File: src/rtl/i2c_bt_pkg.sv
`timescale 1ns/1ps
// Shared types for the I2C bit timing generator.
// Assumes nothing beyond elaboration-time constant evaluation.
package i2c_bt_pkg;

    typedef enum logic [2:0] {
        ST_OFF   = 3'd0,
        ST_IDLE  = 3'd1,
        ST_HOLD  = 3'd2,
        ST_SETUP = 3'd3,
        ST_HIGH  = 3'd4
    } bt_state_e;

    // Larger of two widths, used to size counters.
    function automatic int max2(input int a, input int b);
        return (a > b) ? a : b;
    endfunction

endpackage

File: src/rtl/i2c_bt_cfg.sv
`timescale 1ns/1ps
// Timing word capture. The word is copied on every clock while the block
// is disabled and frozen while enabled. Field layout from bit 0 upward:
// prescaler, low count, high count, hold delay, setup delay.
module i2c_bt_cfg #(
    parameter int PRE_W = 4,
    parameter int LO_W  = 8,
    parameter int HI_W  = 8,
    parameter int DEL_W = 4,
    localparam int CFG_W = PRE_W + LO_W + HI_W + 2 * DEL_W
) (
    input  logic             clk,
    input  logic             rst_n,
    input  logic             en,
    input  logic [CFG_W-1:0] cfg_word,
    output logic [PRE_W-1:0] pre,
    output logic [LO_W-1:0]  lo,
    output logic [HI_W-1:0]  hi,
    output logic [DEL_W-1:0] hold,
    output logic [DEL_W-1:0] setup
);
    localparam int LO_LSB    = PRE_W;
    localparam int HI_LSB    = LO_LSB + LO_W;
    localparam int HOLD_LSB  = HI_LSB + HI_W;
    localparam int SETUP_LSB = HOLD_LSB + DEL_W;

    logic [CFG_W-1:0] cfg_q;

    // Track the input word only while disabled.
    always_ff @(posedge clk) begin
        if (!rst_n)
            cfg_q <= '0;
        else if (!en)
            cfg_q <= cfg_word;
    end

    assign pre   = cfg_q[LO_LSB-1:0];
    assign lo    = cfg_q[HI_LSB-1:LO_LSB];
    assign hi    = cfg_q[HOLD_LSB-1:HI_LSB];
    assign hold  = cfg_q[SETUP_LSB-1:HOLD_LSB];
    assign setup = cfg_q[CFG_W-1:SETUP_LSB];
endmodule

File: src/rtl/i2c_bt_tick.sv
`timescale 1ns/1ps
// Timebase prescaler. Emits one tick per (pre+1) enabled cycles.
// clr forces phase zero. run gates the count, so a stalled cycle does
// not advance the timebase.
module i2c_bt_tick #(
    parameter int PRE_W = 4
) (
    input  logic             clk,
    input  logic             rst_n,
    input  logic             clr,
    input  logic             run,
    input  logic [PRE_W-1:0] pre,
    output logic             tick
);
    logic [PRE_W-1:0] pc;

    assign tick = run && (pc == pre);

    // Divide the kernel clock, wrapping at the programmed prescaler value.
    always_ff @(posedge clk) begin
        if (!rst_n)
            pc <= '0;
        else if (clr)
            pc <= '0;
        else if (run)
            pc <= (pc == pre) ? '0 : pc + 1'b1;
    end
endmodule

File: src/rtl/i2c_bt_seq.sv
`timescale 1ns/1ps
// Bit phase sequencer. It walks the phases hold, setup and high for one
// accepted request and drives the two open-drain enables and the two
// strobes. It assumes the tick comes from a prescaler that it clears
// while idle and stalls while SCL is sampled low in the high phase.
module i2c_bt_seq
    import i2c_bt_pkg::*;
#(
    parameter int LO_W  = 8,
    parameter int HI_W  = 8,
    parameter int DEL_W = 4
) (
    input  logic             clk,
    input  logic             rst_n,
    input  logic             en,
    input  logic             tick,
    input  logic             bit_req,
    input  logic             bit_val,
    input  logic             scl_in,
    input  logic [LO_W-1:0]  lo,
    input  logic [HI_W-1:0]  hi,
    input  logic [DEL_W-1:0] hold,
    input  logic [DEL_W-1:0] setup,
    output logic             tb_clr,
    output logic             tb_run,
    output logic             scl_oe,
    output logic             sda_oe,
    output logic             sda_upd,
    output logic             bit_done
);
    localparam int CNT_W = max2(HI_W, DEL_W) + 1;
    localparam int LC_W  = max2(LO_W, DEL_W + 1) + 1;

    bt_state_e        st;
    logic [CNT_W-1:0] ph;
    logic [LC_W-1:0]  lc;
    logic             bit_q;

    logic [CNT_W-1:0] hold_w, setup_w, hi_w;
    logic [LC_W-1:0]  lo_w;
    logic             hold_end, setup_end, high_end;

    assign hold_w  = CNT_W'(hold);
    assign setup_w = CNT_W'(setup);
    assign hi_w    = CNT_W'(hi);
    assign lo_w    = LC_W'(lo);

    // Phase completion on the current tick.
    assign hold_end  = (ph == hold_w - CNT_W'(1));
    assign setup_end = (ph >= setup_w) && (lc >= lo_w);
    assign high_end  = (ph == hi_w);

    // Timebase control: idle phases restart it; the high phase waits on SCL.
    always_comb begin
        tb_clr = (st == ST_OFF) || (st == ST_IDLE);
        tb_run = (st == ST_HOLD) || (st == ST_SETUP) ||
                 ((st == ST_HIGH) && scl_in);
    end

    // Phase state, counters, line enables and strobes.
    always_ff @(posedge clk) begin
        if (!rst_n) begin
            st       <= ST_OFF;
            ph       <= '0;
            lc       <= '0;
            bit_q    <= 1'b0;
            scl_oe   <= 1'b0;
            sda_oe   <= 1'b0;
            sda_upd  <= 1'b0;
            bit_done <= 1'b0;
        end else begin
            sda_upd  <= 1'b0;
            bit_done <= 1'b0;
            if (!en) begin
                st     <= ST_OFF;
                scl_oe <= 1'b0;
                sda_oe <= 1'b0;
            end else begin
                case (st)
                    ST_OFF: st <= ST_IDLE;
                    ST_IDLE: begin
                        if (bit_req) begin
                            scl_oe <= 1'b1;
                            bit_q  <= bit_val;
                            ph     <= '0;
                            lc     <= '0;
                            if (hold_w == '0) begin
                                sda_oe  <= !bit_val;
                                sda_upd <= 1'b1;
                                st      <= ST_SETUP;
                            end else begin
                                st <= ST_HOLD;
                            end
                        end
                    end
                    ST_HOLD: begin
                        if (tick) begin
                            lc <= lc + 1'b1;
                            if (hold_end) begin
                                sda_oe  <= !bit_q;
                                sda_upd <= 1'b1;
                                ph      <= '0;
                                st      <= ST_SETUP;
                            end else begin
                                ph <= ph + 1'b1;
                            end
                        end
                    end
                    ST_SETUP: begin
                        if (tick) begin
                            lc <= lc + 1'b1;
                            if (setup_end) begin
                                scl_oe <= 1'b0;
                                ph     <= '0;
                                st     <= ST_HIGH;
                            end else begin
                                ph <= ph + 1'b1;
                            end
                        end
                    end
                    ST_HIGH: begin
                        if (tick) begin
                            if (high_end) begin
                                scl_oe   <= 1'b1;
                                bit_done <= 1'b1;
                                st       <= ST_IDLE;
                            end else begin
                                ph <= ph + 1'b1;
                            end
                        end
                    end
                    default: st <= ST_OFF;
                endcase
            end
        end
    end
endmodule

File: src/rtl/i2c_bit_timer.sv
`timescale 1ns/1ps
// I2C master bit timing generator top. It connects the timing capture,
// the prescaler and the phase sequencer. It assumes scl_in is already
// synchronised to clk and that START/STOP framing is done outside.
module i2c_bit_timer #(
    parameter int PRE_W = 4,
    parameter int LO_W  = 8,
    parameter int HI_W  = 8,
    parameter int DEL_W = 4,
    localparam int CFG_W = PRE_W + LO_W + HI_W + 2 * DEL_W
) (
    input  logic             clk,
    input  logic             rst_n,
    input  logic             en,
    input  logic [CFG_W-1:0] cfg_word,
    input  logic             bit_req,
    input  logic             bit_val,
    input  logic             scl_in,
    output logic             scl_oe,
    output logic             sda_oe,
    output logic             sda_upd,
    output logic             bit_done
);
    logic [PRE_W-1:0] pre;
    logic [LO_W-1:0]  lo;
    logic [HI_W-1:0]  hi;
    logic [DEL_W-1:0] hold, setup;
    logic             tick, tb_clr, tb_run;

    i2c_bt_cfg #(.PRE_W(PRE_W), .LO_W(LO_W), .HI_W(HI_W), .DEL_W(DEL_W)) u_cfg (
        .clk(clk), .rst_n(rst_n), .en(en), .cfg_word(cfg_word),
        .pre(pre), .lo(lo), .hi(hi), .hold(hold), .setup(setup)
    );

    i2c_bt_tick #(.PRE_W(PRE_W)) u_tick (
        .clk(clk), .rst_n(rst_n), .clr(tb_clr), .run(tb_run),
        .pre(pre), .tick(tick)
    );

    i2c_bt_seq #(.LO_W(LO_W), .HI_W(HI_W), .DEL_W(DEL_W)) u_seq (
        .clk(clk), .rst_n(rst_n), .en(en), .tick(tick),
        .bit_req(bit_req), .bit_val(bit_val), .scl_in(scl_in),
        .lo(lo), .hi(hi), .hold(hold), .setup(setup),
        .tb_clr(tb_clr), .tb_run(tb_run),
        .scl_oe(scl_oe), .sda_oe(sda_oe),
        .sda_upd(sda_upd), .bit_done(bit_done)
    );
endmodule

File: config.mk
export PLATFORM = sky130hd
export DESIGN_NAME = i2c_bit_timer
export DESIGN_NICKNAME = d
export VERILOG_FILES = /design/src/rtl/i2c_bt_pkg.sv /design/src/rtl/i2c_bt_cfg.sv /design/src/rtl/i2c_bt_tick.sv /design/src/rtl/i2c_bt_seq.sv /design/src/rtl/i2c_bit_timer.sv
export SDC_FILE = /design/constraint.sdc
export NUM_CORES = 1
export LEC_CHECK = 0
export ABC_AREA = 1
export CAP_MARGIN = 5
export CORE_MARGIN = 3
export CORE_UTILIZATION = 30
export CTS_BUF_LIST = sky130_fd_sc_hd__clkbuf_4 sky130_fd_sc_hd__clkbuf_8
export DETAILED_ROUTE_END_ITERATION = 16
export GPL_TIMING_DRIVEN = 0
export PLACE_DENSITY_LB_ADDON = 0.08
export REMOVE_ABC_BUFFERS = 1
export SLEW_MARGIN = 30
export SYNTH_ARGS = -nofsm -noshare
export SYNTH_HDL_FRONTEND = slang
export SYNTH_HIERARCHICAL = 1
export SYNTH_SLANG_ARGS = --single-unit
File: constraint.sdc
create_clock -name clk -period 2.4 [get_ports clk]
set_clock_uncertainty 0.1 [all_clocks]
set_input_delay 0.48 -clock clk [delete_from_list [all_inputs] [get_ports clk]]
set_output_delay 0.48 -clock clk [all_outputs]
set_load 0.05 [all_outputs]
; Yosys cells after proc, flatten, opt, wreduce, memory -nomap -nowiden
; Cells that the tools add are included.
[word_totals]
register_bits = 58
inputBits = 34
out_inout_bits = 4
elab_cells = 95
[classes]
addsub = 4
order_cmp = 2
eq_ne = 17
mux = 37
n_bitwise = 1
reduce_logical = 24
[ops]
columns = op, count
row1 = 9-bit 2-to-1 mux, 8
row2 = 9-bit one-hot mux with 4 select lines, 1
row3 = 3-bit 2-to-1 mux, 7
row4 = 9-bit by 1-bit adder with 9-bit output (second input constant), 2
row5 = 9-bit one-hot mux with 2 select lines, 1
row6 = 1-bit 2-to-1 mux, 15
row7 = 3-bit one-hot mux with 5 select lines, 1
row8 = 7-bit AND reduction, 2
row9 = 2-bit inequality test (second input constant), 6
row10 = 9-bit by 8-bit equality test with 1-bit output, 1
row11 = 9-bit equality test, 1
row12 = 9-bit by 4-bit greater-or-equal comparator with 1-bit output, 1
row13 = 9-bit by 8-bit greater-or-equal comparator with 1-bit output, 1
row14 = 9-bit zero test, 1
row15 = 2-bit by 1-bit inequality test with 1-bit output (second input constant), 4
row16 = 4-bit AND reduction, 2
row17 = 3-bit by 2-bit equality test with 1-bit output (second input constant), 2
row18 = 6-bit AND reduction, 1
row19 = 5-bit AND reduction, 1
row20 = 4-bit by 1-bit subtractor with 5-bit output (second input constant), 1
row21 = 4-bit by 1-bit adder with 4-bit output (second input constant), 1
row22 = 4-bit equality test, 1
row23 = 4-bit 2-to-1 mux, 1
row24 = 1-bit one-hot mux with 2 select lines, 2
row25 = 14 further kinds, 21

; Longest topological paths before layout
; Gate-level depths: netlist of run 1.
[depth]
depth_word = 6
depth_mapped = 21
ltp_nobuf = 19

; Modules after synthesis
; The synthesis of run 1 kept the hierarchy.
[modules_own_cells]
columns = mod, n_inst, cells_each, area_each_um2, seq_area_each_um2
row1 = i2c_bt_seq, 1, 350, 2099.5, 520.5
row2 = i2c_bt_cfg, 1, 177, 1167.4, 560.5
row3 = i2c_bt_tick, 1, 43, 282.8, 80.1

; Worst setup path before layout of run 1
; No wires, ideal clock.
[synth_path]
kind = register to register
start = register u_seq.st[1]
end = register u_seq.ph[3]
setup_time_ns = 0.126
arrival_time_ns = 2.078
required_ns = 2.174
slack_ns = 0.096
path_stages_with_launch = 21
path_buffers = 2
period_less_slack_ns = 2.304
cell_sequence = dfxtp_1 nor2_1 nand2_1 inv_1 nand2_1 nand2_1 buf_4 nand2_1 nor2_2 nand3_2 inv_1 inv_1 a21oi_1 nand2_1 nor2_2 nand2_4 inv_4 buf_6 nand3_1 nand2_1 nor2_1
[synth_between]
elab_chain_len = 6
word_cells_on_any_way = 16
cone_classes = eq/ne (9) / mux (1) / reduce/logical (6)
[synth_rtl]
columns = element, line_no
row1 = "start, declared", i2c_bt_seq.sv:34  ; bt_state_e st;
row2 = "start signal, assigned", i2c_bt_seq.sv:63  ; st <= ST_OFF;
row3 = "start signal, assigned", i2c_bt_seq.sv:75  ; st <= ST_OFF;
row4 = "start signal, assigned", i2c_bt_seq.sv:80  ; ST_OFF: st <= ST_IDLE;
row5 = 3-bit by 2-bit equality test with 1-bit output / 3-bit equality test (equally long branches), "i2c_bt_seq.sv:56, i2c_bt_seq.sv:57"
row6 = 1-bit logical OR / 1-bit logical AND (equally long branches), "i2c_bt_seq.sv:56, i2c_bt_seq.sv:57"
row7 = 1-bit logical OR (*), i2c_bt_seq.sv:56  ; tb_run = (st == ST_HOLD) || (st == ST_SETUP) ||
row8 = named net tb_run, i2c_bit_timer.sv:28  ; logic tick, tb_clr, tb_run;
row9 = 1-bit logical AND (*), i2c_bt_tick.sv:17  ; assign tick = run && (pc == pre);
row10 = named net tick, i2c_bit_timer.sv:28
row11 = 2-bit inequality test (no line), n/a
row12 = 7-bit AND reduction (no line) (*), n/a
row13 = "end signal, assigned", i2c_bt_seq.sv:105  ; ph <= ph + 1'b1;
row14 = "end signal, assigned", i2c_bt_seq.sv:117  ; ph <= ph + 1'b1;
row15 = "end signal, assigned", i2c_bt_seq.sv:128  ; ph <= ph + 1'b1;
row16 = "end, declared", i2c_bt_seq.sv:35  ; logic [CNT_W-1:0] ph;
; The timed path passes the listed nets; every way through them passes the cells marked *.
; A chain may end at the register's enable or synchronous reset.

; Worst setup path after layout of run 1
[layout_path]
start = register u_seq.st[1]
end = register u_seq.ph[6]
; Same word-level chain as after synthesis.

==> results of run 1 <==
-- timing repair --
item / in CTS / in global routing
gates cloned: 3 / 0
resized for setup: 18 / 17
pin swaps: 5 / 10
endpoints found under the setup margin: 18 / 17
hold endpoints to repair: 0 / 0
setup buffers: 2 / 6
-- placed cells by master (no fill, tap or decap), types with 3 or more instances in the layout --
cell type,netlist,layout
nand2_1,162,158
nor2_1,116,114
inv_1,100,97
dfxtp_1,58,55
clkdlybuf4s50_1,0,34
nand3_1,25,21
ha_1,16,16
clkbuf_8,0,14
o21ai_0,13,12
a21oi_1,11,10
buf_4,4,9
nand2_2,5,8
nand3_2,4,8
nor3_1,9,8
inv_2,4,6
xor2_1,6,6
nor2_4,2,5
nand4_1,5,5
nand2_4,2,4
nor2_2,5,4
o21bai_1,3,3
dfxtp_4,0,3
-- worst register-to-register path: stages (launching register included) --
cell and delay (ns):
dfxtp_4 0.37, nor2_4 0.13, nand2_4 0.07, inv_2 0.06, nand2_2 0.06, nand2_4 0.08, nand2_1 0.06, nor2_2 0.08
nand3_2 0.09, inv_2 0.12, inv_4 0.06, a21oi_2 0.12, nand2_2 0.09, nor2_4 0.15, nand2_4 0.14, o21ai_4 0.27
nor2_1 0.07
-- power breakdown --
part | switching, mW | internal [mW] | total [mW]
Combinational | 0.770 | 0.476 | 1.25
Clock | 0.396 | 0.527 | 0.923
Sequential | 0.0947 | 1.06 | 1.15
Total | 1.26 | 2.06 | 3.32
-- cells by family (layout without fill, tap and decap cells) --
logic type / after synthesis / count (layout) / share of synthesized area, %
mux: 2 / 2 / 0.564
compound gates: 29 / 30 / 4.51
buf+inv: 117 / 168 / 14.2
xor+xnor: 8 / 8 / 1.97
fa+ha+maj: 16 / 16 / 5.64
flops: 58 / 58 / 32.7
simple gates: 340 / 341 / 40.4
-- layer usage --
layer	GRT usage (%)	wire, µm	up-vias
li1	-	-	1810
met1	18.6	4280	1469
met2	19.9	3360	64
met3	3.37	429	9
met4	5.71	127	0
met5	0	0	-
-- area by class of cell --
class                      count  area (µm²)
clock inverter                 1        5.00
clock buffer                  15         200
sequential                    58        1170
tap                          143         179
multi-input combinational    397        1990
inverter                     105         404
timing repair buffer          46         453
timing repair inverter         1        8.76
fill                        1257        7060
-- final timing paths --
| path | startpoint | endpoint | slack [ns] | depth (start not counted) |
|---|---|---|---|---|
| max | u_seq/st[1] | u_seq/ph[6] | 0.18 | 16 |
| min | u_seq/bit_q | u_seq/bit_q | 0.38 | 2 |
| max reg2reg | u_seq/st[1] | u_seq/ph[6] | 0.18 | 16 |
| min reg2reg | u_seq/bit_q | u_seq/bit_q | 0.38 | 2 |
-- sequential cells by signal (all words and copies together), names as in the netlist --
register	flops
u_seq/scl_oe	1
u_seq/sda_upd	1
u_seq/ph	9
u_tick/pc	4
u_cfg/cfg_q	28
u_seq/st	3
u_seq/bit_done	1
u_seq/lc	9
u_seq/sda_oe	1
u_seq/bit_q	1
==> run metrics, run 1 <==
ys flop type dfxtp_1; sequential share of the synthesized area 32.7%; critical path's slowest cell dfxtp_4; clock root cell clkbuf_8; starting density of the core 31.0%; RePlAce Congestion 0.815; CTS Buf Count 9; antenna violations before repair 0; Final #Nets 668; Setup crit start kind register; vias in the first global route 3034; total power 3.32 mW; Syn. warnings 6; most frequent cell after synthesis nand2_1; die area 13200 µm²; Cell Rows 39; drc violations 0; clock buffer depth 2; Non-Filler Instances 766; peak supply drop 0.000297 V; Worst Path Arrival 2.35 ns; hold buffers post-CTS 0; crit path kind reg -> reg; die boundary width 115 µm; Worst-path clk slew 0.06 ns; synthesized area 3550 µm²; CP Max Fanout 5; CTS Sinks 58; fmax 450 MHz; Die Ht 115 µm; Distinct cells, synth 28; Layout area overhead 24.3%; syn_area_per_cell 6.23 µm²; antenna-violating nets left 0; CTS tree yes; Vias/cell 4.38; Synth area leader dfxtp_1; element type at the critical path end register; Via Count 3352; Buf/Inv on CP 3; most used cell, CP nand2_4; Worst Tran Pin Value 0.652 ns; Max stage delay on crit path 0.37 ns; cell-by-cell trace of the critical path nor2_4 > nand2_4 > inv_2 > nand2_2 > nand2_4 > nand2_1 > nor2_2 > nand3_2 > inv_2 > inv_4 > a21oi_2 > nand2_2 > nor2_4 > nand2_4 > o21ai_4 > nor2_1; Fin. Hold Viols 0; worst skew pair latency 0.34 ns; Diodes inserted 0; Tmin final 2.22 ns; Power per Cell Area 752 nW/µm²; Post-synth ARST share 0%; Slew headroom 56.5%; 1st-pass router iterations 4; max cap viols 0; final wirelength 8.19 mm; Total GRT Usage 13.5%; final worst slack 0.178 ns; # port buffers 37; CTS H-tree lvls 3; Post-DP HPWL 5.79 mm; WL/cell 10.7 µm; global-route wire length before repair 14.1 mm; number of synthesized register bits 58; final setup fails 0; Mapped Cells 570; I/O pin total 38; worst hold path class reg -> reg; hold_ws 0.384 ns; Synth top area share 32.7%; Final Max Tran Viols 0; setup_tns 0 ns; placed insts 739; number of synthesized flops with an enable pin 0; Largest delay share family, worst path simple AND/OR/NAND/NOR gates; Final period util 92.6%; required time worst endpoint 2.53 ns; pin count of the biggest net entering global routing 61; synth top area cells dfxtp_1 (33%), nand2_1 (17%), nor2_1 (12%); Design Area, Final 4410 µm²; core area 11500 µm²; P_leak 2.15 nW; status complete, no violations; post-layout util 38.5%; Initial DRC Count 126; pre-CTS WS -0.642 ns; Placed Area 4010 µm²; synth cell count leaders nand2_1 (162), nor2_1 (116), inv_1 (100); Congestion Overflow GR 0; layout cells sized above 1 12.0%
No activity file was read; power rests on OpenSTA's default activity.
==> run 2: changes to the inputs <==
--- a/config.mk
+++ b/config.mk
@@ -5,7 +5,7 @@
 export SDC_FILE = /design/constraint.sdc
 export NUM_CORES = 1
 export LEC_CHECK = 0
-export ABC_AREA = 1
+export ABC_AREA = 0
 export CAP_MARGIN = 5
 export CORE_MARGIN = 3
 export CORE_UTILIZATION = 30
==> run 2 against run 1 <==
Effect of this change: register-to-register slack worse by 0.07 ns; global-route usage is 1.0 points lower; non-clock buffer count is 1 higher.
==> run metrics, run 2 <==
status complete, no violations; Layout area overhead 25.4%; Final Max Tran Viols 0; RePlAce Congestion 0.776; number of synthesized register bits 58; peak supply drop 0.000260 V; Total GRT Usage 12.5%; I/O pin total 38; Die Ht 110 µm; Worst-path clk slew 0.07 ns; total power 2.24 mW; crit path kind reg -> reg; antenna-violating nets left 0; final setup fails 0; syn_area_per_cell 9.28 µm²; drc violations 0; Via Count 2481; sequential share of the synthesized area 35.7%; ys flop type dfxtp_1; die area 12100 µm²; antenna violations before repair 0; clock root cell clkbuf_8; worst skew pair latency 0.34 ns; core area 10500 µm²; Top reg by flops u_cfg/cfg_q; Worst Tran Pin Value 0.591 ns; fmax 436 MHz; number of synthesized flops with an enable pin 0; worst hold path class reg -> reg; required time worst endpoint 2.53 ns; Diodes inserted 0; 1st-pass router iterations 5; Syn. warnings 6; hold_ws 0.418 ns; layout cells sized above 1 15.7%; starting density of the core 31.1%; Tmin final 2.29 ns; P_leak 1.57 nW; CTS Buf Count 9; commonest non-fill, non-tap cell in the layout dfxtp_1; Final #Nets 447; die boundary width 110 µm; element type at the critical path end register; CTS H-tree lvls 3; max reg flops 28; Slew headroom 60.6%; most frequent cells in the layout dfxtp_1 (51), clkdlybuf4s50_1 (35), mux2i_1 (33); WL/cell 13.3 µm; final wirelength 7.15 mm; pin count of the biggest net entering global routing 37; Fin. Hold Viols 0; synthesized area 3260 µm²; CTS tree yes; CTS Sinks 58; Distinct cells, synth 53; Power per Cell Area 548 nW/µm²; Vias/cell 4.61; biggest regs u_cfg/cfg_q: 28 flops, u_seq/lc: 9 flops, u_seq/ph: 9 flops; vias in the first global route 2389; Synth top area share 35.7%; Final period util 95.5%; Initial DRC Count 77; synth cell count leaders dfxtp_1 (58), mux2i_1 (33), nor2b_1 (32); clock buffer depth 2; setup_tns 0 ns; Post-DP HPWL 4.91 mm; Synth area leader dfxtp_1; # port buffers 37; synth top area cells dfxtp_1 (36%), mux2i_1 (10%), ha_1 (6.1%); Setup crit start kind register; Post-synth ARST share 0%; max cap viols 0; Congestion Overflow GR 0; global-route wire length before repair 11.8 mm; Mapped Cells 351; most frequent cell after synthesis dfxtp_1; Worst Path Arrival 2.42 ns; Cell Rows 37; CP Max Fanout 6
run 2: cell types whose count changed after synthesis, sizes merged, moves of 19 or more:
cell,delta
mux2i,+31
nor2,-97
nand2,-152
inv,-87
nand3,-19
xnor2,+19
nor2b,+32
run 2: worst paths after layout:
check            startpoint        endpoint  slack, ns  cells after the start
max             u_seq/ph[5]    u_seq/sda_oe       0.11                      6
min          u_cfg/cfg_q[8]  u_cfg/cfg_q[8]       0.42                      2
max reg2reg     u_seq/ph[5]    u_seq/sda_oe       0.11                      6
min reg2reg  u_cfg/cfg_q[8]  u_cfg/cfg_q[8]       0.42                      2
run 2: final cells by class:
| type | count | area, µm² |
|---|---|---|
| inverter | 18 | 67.6 |
| multi-input combinational | 263 | 2030 |
| tap | 136 | 170 |
| clock inverter | 5 | 52.6 |
| timing repair buffer | 47 | 438 |
| fill | 1114 | 6380 |
| sequential | 58 | 1170 |
| clock buffer | 11 | 151 |
run 2: repair_timing:
action / CTS / global route
gates resized for setup: 17 / 13
setup endpoints to repair: 23 / 17
setup buffers: 4 / 6
hold buffers: 0 / 0
pin swaps: 5 / 10
gates cloned: 0 / 0
run 2: kinds of logic after synthesis:
group	after synthesis	share of synthesized area, %
and+or+nand+nor	140	24.3
DFF	58	35.7
AOI/OAI and AO/OA	39	8.80
xor gates and xnor gates	35	9.41
muxes	33	10.1
buffers and inverters	30	5.57
adders and majority gates	16	6.15
run 2: critical path, stage by stage (launching register included):
cell     delay [ns]
dfxtp_4        0.37
or4_4          0.55
or3_4          0.39
a21oi_4        0.16
a31oi_4        0.12
o311a_1        0.31
a31o_1         0.18
run 2: metal layers:
layer	vias to the layer above	track usage [%]	part of all wire [%]
met5	-	0	0
met4	0	4.49	0.83
met3	6	3.44	4.5
met2	43	19.8	45
met1	1118	16.2	50
li1	1314	-	-
run 2: report_power, final:
group          switching (mW)  leakage (nW)  internal, mW
clock network           0.401         0.105         0.530
logic                   0.130         0.983         0.153
registers              0.0293         0.477         0.994
total                   0.561          1.57          1.68
run 2: per-stage QoR:
| stage | worst slack (ns) | instances | util, % | instance area (µm²) |
|---|---|---|---|---|
| 3_3_place_gp | -1.71 | 512 | 35.2 | 3680 |
| 4_1_cts | 0.0101 | 532 | 38.1 | 3990 |
| 2_1_floorplan | -0.226 | 339 | - | 3140 |
| 5_1_grt | -0.00130 | 538 | 39.0 | 4080 |
| 3_5_place_dp | -1.12 | 512 | 35.1 | 3680 |
| 6_report | 0.107 | 538 | 39.0 | 4080 |
